==> src/rtl/wdog_pkg.sv <==
package wdog_pkg;
  localparam int unsigned CNT_W   = 8;
  localparam int unsigned CMP_W   = 6;
  localparam int unsigned CLR_BIT = CMP_W;
  localparam int unsigned WR_W    = CMP_W + 1;
  localparam logic [CMP_W-1:0] CMP_RST = '1;

  typedef enum logic {
    MODE_IRQ   = 1'b0,
    MODE_RESET = 1'b1
  } wdog_mode_e;
endpackage

==> src/rtl/wdog_ctrl_reg.sv <==
module wdog_ctrl_reg #(
  parameter int unsigned CMP_W = wdog_pkg::CMP_W,
  parameter logic [CMP_W-1:0] CMP_RST = wdog_pkg::CMP_RST,
  localparam int unsigned WR_W = CMP_W + 1
) (
  input  logic             clk_i,
  input  logic             rst_ni,
  input  logic             wr_en_i,
  input  logic [WR_W-1:0]  wr_data_i,
  output logic [CMP_W-1:0] cmp_o,
  output logic             clr_now_o
);
  logic [CMP_W-1:0] cmp_q, cmp_d;
  logic             clr_q, clr_d;
  logic             cmp_en;

  always_comb begin
    cmp_en = wr_en_i;
    cmp_d  = wr_data_i[CMP_W-1:0];
    clr_d  = wr_en_i & wr_data_i[CMP_W];
  end

  always_ff @(posedge clk_i or negedge rst_ni) begin
    if (!rst_ni) begin
      cmp_q <= CMP_RST;
    end else if (cmp_en) begin
      cmp_q <= cmp_d;
    end
  end

  always_ff @(posedge clk_i or negedge rst_ni) begin
    if (!rst_ni) begin
      clr_q <= 1'b0;
    end else begin
      clr_q <= clr_d;
    end
  end

  assign cmp_o     = cmp_q;
  assign clr_now_o = clr_d | clr_q;

  assert_clr_selfclear_R7: assert property (@(posedge clk_i) disable iff (!rst_ni)
    (clr_q && !wr_en_i) |=> !clr_q);
  assert_limit_load_R6: assert property (@(posedge clk_i) disable iff (!rst_ni)
    wr_en_i |=> (cmp_o == $past(wr_data_i[CMP_W-1:0])));
endmodule

==> src/rtl/wdog_counter.sv <==
module wdog_counter #(
  parameter int unsigned CNT_W = wdog_pkg::CNT_W,
  parameter int unsigned CMP_W = wdog_pkg::CMP_W
) (
  input  logic             clk_i,
  input  logic             rst_ni,
  input  logic             tick_i,
  input  logic             stop_i,
  input  logic             clr_now_i,
  input  logic [CMP_W-1:0] cmp_i,
  output logic             hit_o
);
  logic [CNT_W-1:0] cnt_q, cnt_d;
  logic [CNT_W-1:0] cmp_ext;
  logic             tick_ok;
  logic             cnt_en;

  generate
    if (CNT_W > CMP_W) begin : g_ext
      assign cmp_ext = {{(CNT_W-CMP_W){1'b0}}, cmp_i};
    end else begin : g_trunc
      assign cmp_ext = cmp_i[CNT_W-1:0];
    end
  endgenerate

  always_comb begin
    tick_ok = tick_i & ~stop_i & ~clr_now_i;
    hit_o   = tick_ok & (cnt_q == cmp_ext);
    cnt_en  = clr_now_i | tick_ok;
    if (clr_now_i || hit_o) begin
      cnt_d = '0;
    end else begin
      cnt_d = cnt_q + 1'b1;
    end
  end

  always_ff @(posedge clk_i or negedge rst_ni) begin
    if (!rst_ni) begin
      cnt_q <= '0;
    end else if (cnt_en) begin
      cnt_q <= cnt_d;
    end
  end

  assert_clear_zero_R7: assert property (@(posedge clk_i) disable iff (!rst_ni)
    clr_now_i |=> (cnt_q == '0));
  assert_stop_holds_R8: assert property (@(posedge clk_i) disable iff (!rst_ni)
    (stop_i && !clr_now_i) |=> $stable(cnt_q));
  assert_idle_holds_R2: assert property (@(posedge clk_i) disable iff (!rst_ni)
    (!tick_i && !clr_now_i) |=> $stable(cnt_q));
  assert_hit_wrap_R3: assert property (@(posedge clk_i) disable iff (!rst_ni)
    hit_o |=> (cnt_q == '0));
endmodule

==> src/rtl/wdog_action.sv <==
module wdog_action (
  input  logic clk_i,
  input  logic rst_ni,
  input  logic hit_i,
  input  logic mode_i,
  input  logic irq_clr_i,
  output logic rst_req_no,
  output logic irq_flag_o
);
  import wdog_pkg::*;
  wdog_mode_e mode;
  logic rst_q, rst_d;
  logic flag_q, flag_d;

  always_comb begin
    mode   = wdog_mode_e'(mode_i);
    rst_d  = hit_i & (mode == MODE_RESET);
    flag_d = (hit_i & (mode == MODE_IRQ)) | (flag_q & ~irq_clr_i);
  end

  always_ff @(posedge clk_i or negedge rst_ni) begin
    if (!rst_ni) begin
      rst_q  <= 1'b0;
      flag_q <= 1'b0;
    end else begin
      rst_q  <= rst_d;
      flag_q <= flag_d;
    end
  end

  assign rst_req_no = ~rst_q;
  assign irq_flag_o = flag_q;

  assert_reset_pulse_R5: assert property (@(posedge clk_i) disable iff (!rst_ni)
    (hit_i && mode_i) |=> !rst_req_no);
  assert_no_reset_irqmode_R4: assert property (@(posedge clk_i) disable iff (!rst_ni)
    !mode_i |=> rst_req_no);
  assert_flag_set_R4: assert property (@(posedge clk_i) disable iff (!rst_ni)
    (hit_i && !mode_i) |=> irq_flag_o);
  assert_flag_sticky_R4: assert property (@(posedge clk_i) disable iff (!rst_ni)
    (irq_flag_o && !irq_clr_i) |=> irq_flag_o);
endmodule

==> src/rtl/wdog_cmp.sv <==
module wdog_cmp #(
  parameter int unsigned CNT_W = wdog_pkg::CNT_W,
  parameter int unsigned CMP_W = wdog_pkg::CMP_W,
  localparam int unsigned WR_W = CMP_W + 1
) (
  input  logic            clk_i,
  input  logic            rst_ni,
  input  logic            tick_i,
  input  logic            wr_en_i,
  input  logic [WR_W-1:0] wr_data_i,
  input  logic            mode_i,
  input  logic            stop_i,
  input  logic            irq_clr_i,
  output logic            rst_req_no,
  output logic            irq_flag_o
);
  logic [CMP_W-1:0] cmp;
  logic             clr_now;
  logic             hit;

  wdog_ctrl_reg #(.CMP_W(CMP_W), .CMP_RST({CMP_W{1'b1}})) i_reg (
    .clk_i(clk_i), .rst_ni(rst_ni), .wr_en_i(wr_en_i), .wr_data_i(wr_data_i),
    .cmp_o(cmp), .clr_now_o(clr_now)
  );

  wdog_counter #(.CNT_W(CNT_W), .CMP_W(CMP_W)) i_cnt (
    .clk_i(clk_i), .rst_ni(rst_ni), .tick_i(tick_i), .stop_i(stop_i),
    .clr_now_i(clr_now), .cmp_i(cmp), .hit_o(hit)
  );

  wdog_action i_act (
    .clk_i(clk_i), .rst_ni(rst_ni), .hit_i(hit), .mode_i(mode_i),
    .irq_clr_i(irq_clr_i), .rst_req_no(rst_req_no), .irq_flag_o(irq_flag_o)
  );
endmodule

==> config.mk <==
export PLATFORM = sky130hd
export DESIGN_NAME = wdog_cmp
export DESIGN_NICKNAME = d
export VERILOG_FILES = /design/src/rtl/wdog_pkg.sv /design/src/rtl/wdog_ctrl_reg.sv /design/src/rtl/wdog_counter.sv /design/src/rtl/wdog_action.sv /design/src/rtl/wdog_cmp.sv
export SDC_FILE = /design/constraint.sdc
export NUM_CORES = 1
export LEC_CHECK = 0
export ABC_AREA = 0
export BUFFER_PORTS_ARGS = -buffer_cell sky130_fd_sc_hd__buf_2
export CORE_ASPECT_RATIO = 0.9
export CORE_UTILIZATION = 56
export CTS_CLUSTER_DIAMETER = 60
export CTS_CLUSTER_SIZE = 12
export DETAILED_ROUTE_END_ITERATION = 10
export PLACE_DENSITY = 0.81
export SLEW_MARGIN = 20
export SYNTH_ARGS = -nofsm -noshare
export SYNTH_HDL_FRONTEND = slang
export SYNTH_SLANG_ARGS = --single-unit
==> constraint.sdc <==
create_clock -name clk_i -period 3.4 [get_ports clk_i]
set_clock_uncertainty 0.15 [all_clocks]
set_input_delay 0.34 -clock clk_i [delete_from_list [all_inputs] [get_ports clk_i]]
set_output_delay 0.34 -clock clk_i [all_outputs]
set_load 0.005 [all_outputs]
==> flow_summary.toml, run 1 <==
[placed_design]
portBuffers = 15
dpl_cell_area_um2 = 937
dp_hpwl_um = 1060
gp_congestion = 0.791

[logic_synthesis]
avgSynthCellArea_um2 = 11.1
synth.distinct_cells = 28
synth_seq_cells = 17
ys.warnings.count = 0
synth_edf_count = 0
yosysSeqAreaShare = 0.507
synth_area_um2 = 853
synth_top_area_cell = "dfrtp_1"
async_flop_share = 1.00
syn_nets = 92
yosys_most_used_dff = "dfrtp_1"
synth_area_leaders = "dfrtp_1 (32%), dfstp_2 (18%), mux2_2 (7.9%), xnor2_1 (6.2%), xor2_1 (5.1%)"
yosysTopAreaCellShare = 0.323
netlist_instances = 77

[clock_network]
clock-root-buffer = "clkbuf_4"
cts_tree = "yes"
clock_latency_ns = 0.29
cts_resized = 0
clk_path_buf_depth = 2
cts_max_level = 1
cts_num_sinks = 17
clk_pin_slew_ns = 0.09
cts_buffers = 3

[outcome]
status = "completed"

[final_layout]
layout_commonest_cell = "buf_2"
mostFrequentLayoutCells = "buf_2 (15), dfrtp_1 (11), nor2_1 (7)"
syn2layout_area_growth_pct = 14.1
final_util = 0.737
diodes = 0
final.fill_count = 105
nets = 111
drive_gt1_frac = 0.337
final_area_um2 = 973

[critical_path]
critPathMaxFanout = 6
ff2ff_setup_slack_ns = 1.71
worstPathRequired_ns = 3.41
end_kind = "flop"
crit_arrival_ns = 1.70
path_class = "reg2reg"
crit_path_start_kind = "flop"

[detailed_routing]
avgRoutedWirePerCell_um = 12.8
vias = 602
drtIter0Drc = 17
avgViaCountPerCell = 5.52
first_pass_iters = 4
wirelength_um = 1400
route.detailed.drc = 0
ant_nets = 0

[power]
powerDensity_nw_per_um2 = 389
p_leak_nw = 0.424
total_power_mw = 0.378
ir_drop_v = 0.000339

[timing]
fmax_ghz = 0.592
drv_slew = 0
finalSetupViolations = 0
finalSetupTns_ns = 0
hold_violations = 0
finalCritPeriodShare = 0.497
fin_crit_ns = 1.69
timing.hold.ws_ns = 0.0722
rsz0062_at_grt = "false"
max_slew.worst_pin.slew_ns = 0.457
slew-limit-headroom = 0.693

[die]
floorplan.io_pins = 16
initial_core_util = 0.646
design.die.area_um2 = 1680
die_y_um = 39.0
core_area_um2 = 1320
rows = 12
die_w_um = 43.1

[global_routing]
overflow = 0
antenna_found_initial = 0
grt_max_degree = 18
grt_pass1_wl_um = 2440
first_global_vias = 559
grt_usage = 0.212

[hold_path]
hold_class = "in2reg"

[job]
maxCapViolCount = 0
-- routing by layer --
| metal | track usage | vias up | part of all wire |
|---|---|---|---|
| met3 | 0.0981 | 2 | 0.054 |
| met2 | 0.340 | 16 | 0.46 |
| met1 | 0.246 | 273 | 0.48 |
| met4 | 0.0909 | 0 | 0.0072 |
| li1 | - | 311 | - |
| met5 | 0 | - | 0 |
-- cell type report --
cell class                 instances  area, um^2  area share
sequential                        17         433       0.445
multi-input combinational         55         400       0.411
timing repair buffer              16        85.1      0.0874
clock buffer                       4        26.3      0.0270
tap                               14        17.5      0.0180
inverter                           3        11.3      0.0116
-- worst max-delay path, cell delays in order (launching register included) --
cell and delay (ns):
dfrtp_1 0.43, nor4b_4 0.31, nand4_1 0.15, o21ai_1 0.41, nor2_1 0.10
-- stage by stage --
stage / cells / setup slack (ns)
detailed placement: 104 / 1.71
CTS: 109 / 1.72
floorplan: 77 / 1.83
global placement: 104 / 1.71
global route: 109 / 1.58
finish: 109 / 1.71
-- cells in the mapped netlist, types with 2 or more instances --
cell and instances:
nand4_1 2, inv_1 3, o2111ai_1 2, o211ai_1 3, xor2_1 5, nand2_1 4
dfrtp_1 11, xnor2_1 6, o21ai_0 4, nor2_1 7, mux2_2 6, nand3_1 3
dfstp_2 6
-- power breakdown --
part	leakage (nW)	internal (mW)	total, mW	switching (mW)
clock	0.0150	0.0456	0.103	0.0575
sequential	0.215	0.217	0.227	0.00908
combinational	0.194	0.0242	0.0487	0.0244
total	0.424	0.287	0.378	0.0910
-- logic make-up (layout without fill, tap and decap cells) --
logic type	after synthesis	in the layout	synth area share
simple gates	25	25	0.172
flops	17	17	0.507
compound gates	12	12	0.0909
xor+xnor	11	11	0.113
mux	6	6	0.0792
buf+inv	5	23	0.0234
fa+ha+maj	1	1	0.0147
-- worst paths after layout --
check,start,cells after the start,end
min in group asynchronous,rst_ni,2,i_act.irq_flag_o
hold / removal,irq_clr_i,2,i_act.irq_flag_o
max in group asynchronous,rst_ni,2,i_reg.cmp_o[2]
setup reg to reg,i_cnt.cnt_q[6],4,i_cnt.cnt_q[3]
setup / recovery,i_cnt.cnt_q[6],4,i_cnt.cnt_q[3]
hold reg to reg,i_act.irq_flag_o,2,i_act.irq_flag_o
-- registers in the layout (all words and copies together) (netlist names) --
register	cells
i_reg.cmp_o	6
i_cnt.cnt_q	8
i_act.rst_q	1
i_reg.clr_q	1
i_act.irq_flag_o	1
-- timing repair --
item / CTS / global route
hold endpoints to repair: 11 / 0
endpoints found under the setup margin: 0 / 0
hold buffers: 1 / 0
setup buffers: 0 / 0
(Power assumes the default switching activity.)
==> run 2, diff against run 1 <==
--- a/config.mk
+++ b/config.mk
@@ -8,11 +8,11 @@
 export ABC_AREA = 0
 export BUFFER_PORTS_ARGS = -buffer_cell sky130_fd_sc_hd__buf_2
 export CORE_ASPECT_RATIO = 0.9
-export CORE_UTILIZATION = 56
+export CORE_UTILIZATION = 47
 export CTS_CLUSTER_DIAMETER = 60
 export CTS_CLUSTER_SIZE = 12
 export DETAILED_ROUTE_END_ITERATION = 10
-export PLACE_DENSITY = 0.81
+export PLACE_DENSITY = 0.73
 export SLEW_MARGIN = 20
 export SYNTH_ARGS = -nofsm -noshare
 export SYNTH_HDL_FRONTEND = slang
==> constraint.sdc (replaced) <==
create_clock -name clk_i -period 1.4 [get_ports clk_i]
set_clock_uncertainty 0.15 [all_clocks]
set_input_delay 0.14 -clock clk_i [delete_from_list [all_inputs] [get_ports clk_i]]
set_output_delay 0.14 -clock clk_i [all_outputs]
set_load 0.005 [all_outputs]
==> run 2 against run 1 <==
Effect of this change:
- the flow now finishes with violations (setup timing)
- flip-flop and latch count did not move
- total power rose to 2.7 times the previous value
- sequential share of layout area fell by 8.1 points
- non-clock buffer count rose by 20
- first-iteration DRC count fell by 18%
- die area rose by 18%
- worst hold slack got worse by 0.051 ns
- design area rose by 22%
- global-route usage rose by 1.8 points
- critical endpoint is now i_act.irq_flag_o
- largest cell class unchanged
- highest routed layer unchanged
==> flow_summary.toml, run 2 (synthesis results as in run 1) <==
[die]
design.die.area_um2 = 1990
die_w_um = 46.9
rows = 14
core_area_um2 = 1680
die_y_um = 42.4
floorplan.io_pins = 16
initial_core_util = 0.507

[critical_path]
cp_slowest_cell = "or4_1"
cp-startpoint = "i_cnt.cnt_q[6]"
ff2ff_setup_slack_ns = -0.23
path_class = "reg2reg"
crit_path_start_kind = "flop"
crit_path_end = "i_act.irq_flag_o"
path_cells = "nor4b_4, nand3_1, or4_1, o21ai_1"
critPathBufInv = 0
crit_arrival_ns = 1.73
worstPathRequired_ns = 1.49
critPathMaxFanout = 2
r2r_end = "i_act.irq_flag_o"
crit_cells = 4
critPathTopFamily = "simple AND/OR/NAND/NOR gates"
reg2reg_from = "i_cnt.cnt_q[6]"
critical-path-max-stage-delay_ns = 0.51
end_kind = "flop"
rr_worst_depth = 4

[clock_network]
cts_tree = "yes"
cts_setup_buffers = 0
clk_path_buf_depth = 2
cts_num_sinks = 17
cts_max_level = 1
cts_buffers = 3
clk_pin_slew_ns = 0.11
clock_latency_ns = 0.30
clock-root-buffer = "clkbuf_4"

[global_routing]
antenna_found_initial = 0
grt_pass1_wl_um = 3130
first_global_vias = 742
overflow = 0
grt_max_degree = 18
grt_usage = 0.230

[timing]
rsz0062_at_grt = "true"
slew-limit-headroom = 0.743
finalCritPeriodShare = 1.17
finalSetupViolations = 9
max_slew.worst_pin.slew_ns = 0.386
hold_violations = 0
setup_slack_ns = -0.232
timing.hold.ws_ns = 0.0208
fmax_ghz = 0.613
drv_slew = 0
fin_crit_ns = 1.63

[final_layout]
syn2layout_area_growth_pct = 39.4
drive_gt1_frac = 0.417
largest-register = "i_cnt.cnt_q"
nets = 131
mostFrequentLayoutCells = "buf_2 (15), dfrtp_1 (11), buf_4 (11)"
diodes = 0
layout_commonest_cell = "buf_2"
largest_reg_flops = 8

[detailed_routing]
avgRoutedWirePerCell_um = 13.5
drtIter0Drc = 14
route.detailed.drc = 0
avgViaCountPerCell = 5.11
wirelength_um = 1870
ant_nets = 0
vias = 710
first_pass_iters = 4

[outcome]
status = "complete, but fails checks"
violations = "setup timing"

[power]
powerDensity_nw_per_um2 = 844
p_leak_nw = 0.532
ir_drop_v = 0.000660

[hold_path]
hold_class = "in2reg"

[placed_design]
dp_hpwl_um = 1280
gp_congestion = 0.849
portBuffers = 15
pre_cts_slack_ns = -0.245

[job]
maxCapViolCount = 0
## run 2: cell types whose count changed in the layout (fill, tap and decap cells not counted), moves of 2 or more
cell           before  now
dlygate4sd3_1       1   10
o21ai_1             1    3
xnor2_1             6    4
o21ai_0             4    1
buf_4               0   11
xnor2_2             0    2
## run 2: repair_timing
item                       in CTS  in global routing
pin swaps                       5                  3
setup endpoints to repair       9                  9
hold endpoints to repair       26                  0
hold buffers                   10                  0
gates resized for setup         5                  2
## run 2: power by group
| part | switching [mW] | internal, mW | leakage [nW] |
|---|---|---|---|
| logic | 0.0787 | 0.0953 | 0.299 |
| clock network | 0.174 | 0.107 | 0.0177 |
| registers | 0.0215 | 0.528 | 0.215 |
| total | 0.274 | 0.730 | 0.532 |
## run 2: worst min-delay path by stage
stage / cells past startpoint / to / slack (ns) / startpoint
after CTS: 4 / i_act.rst_q / 0.02 / stop_i
after global routing: 4 / i_act.rst_q / 0.04 / stop_i
final: 4 / i_act.rst_q / 0.02 / stop_i
after global placement: 1 / i_reg.clr_q / -0.08 / rst_ni
after detailed placement: 1 / i_act.irq_flag_o / -0.07 / rst_ni
after floorplan: 0 / i_act.irq_flag_o / -0.31 / rst_ni
## run 2: worst reg2reg max path: stages, from the launching register on
cell,delay (ns)
dfrtp_1,0.42
nor4b_4,0.30
nand3_1,0.13
or4_1,0.51
o21ai_1,0.08
## run 2: final cells by class
type | count | area [um^2]
multi-input combinational | 55 | 430
inverter | 3 | 11.3
timing repair buffer | 36 | 258
fill | 132 | 492
clock buffer | 3 | 22.5
tap | 24 | 30.0
clock inverter | 1 | 5.00
sequential | 17 | 433
## run 2: routing by layer
layer / wire length, um / up-vias / GRT usage
li1: - / 349 / -
met1: 859 / 342 / 0.303
met2: 931 / 15 / 0.364
met3: 46 / 4 / 0.0302
met4: 37 / 0 / 0.109
met5: 0 / - / 0
## run 2: per-stage QoR
step           power (mW)  area [um^2]  setup TNS, ns   util  instances
6_report             1.00         1190          -1.11  0.708        139
5_1_grt              1.05         1190          -1.76  0.708        139
4_1_cts             0.999         1170          -1.37  0.699        139
3_5_place_dp        0.699         1040          -1.22  0.616        125
3_3_place_gp        0.692         1040         -0.930  0.616        125
2_1_floorplan       0.634          857         -0.158      -         77
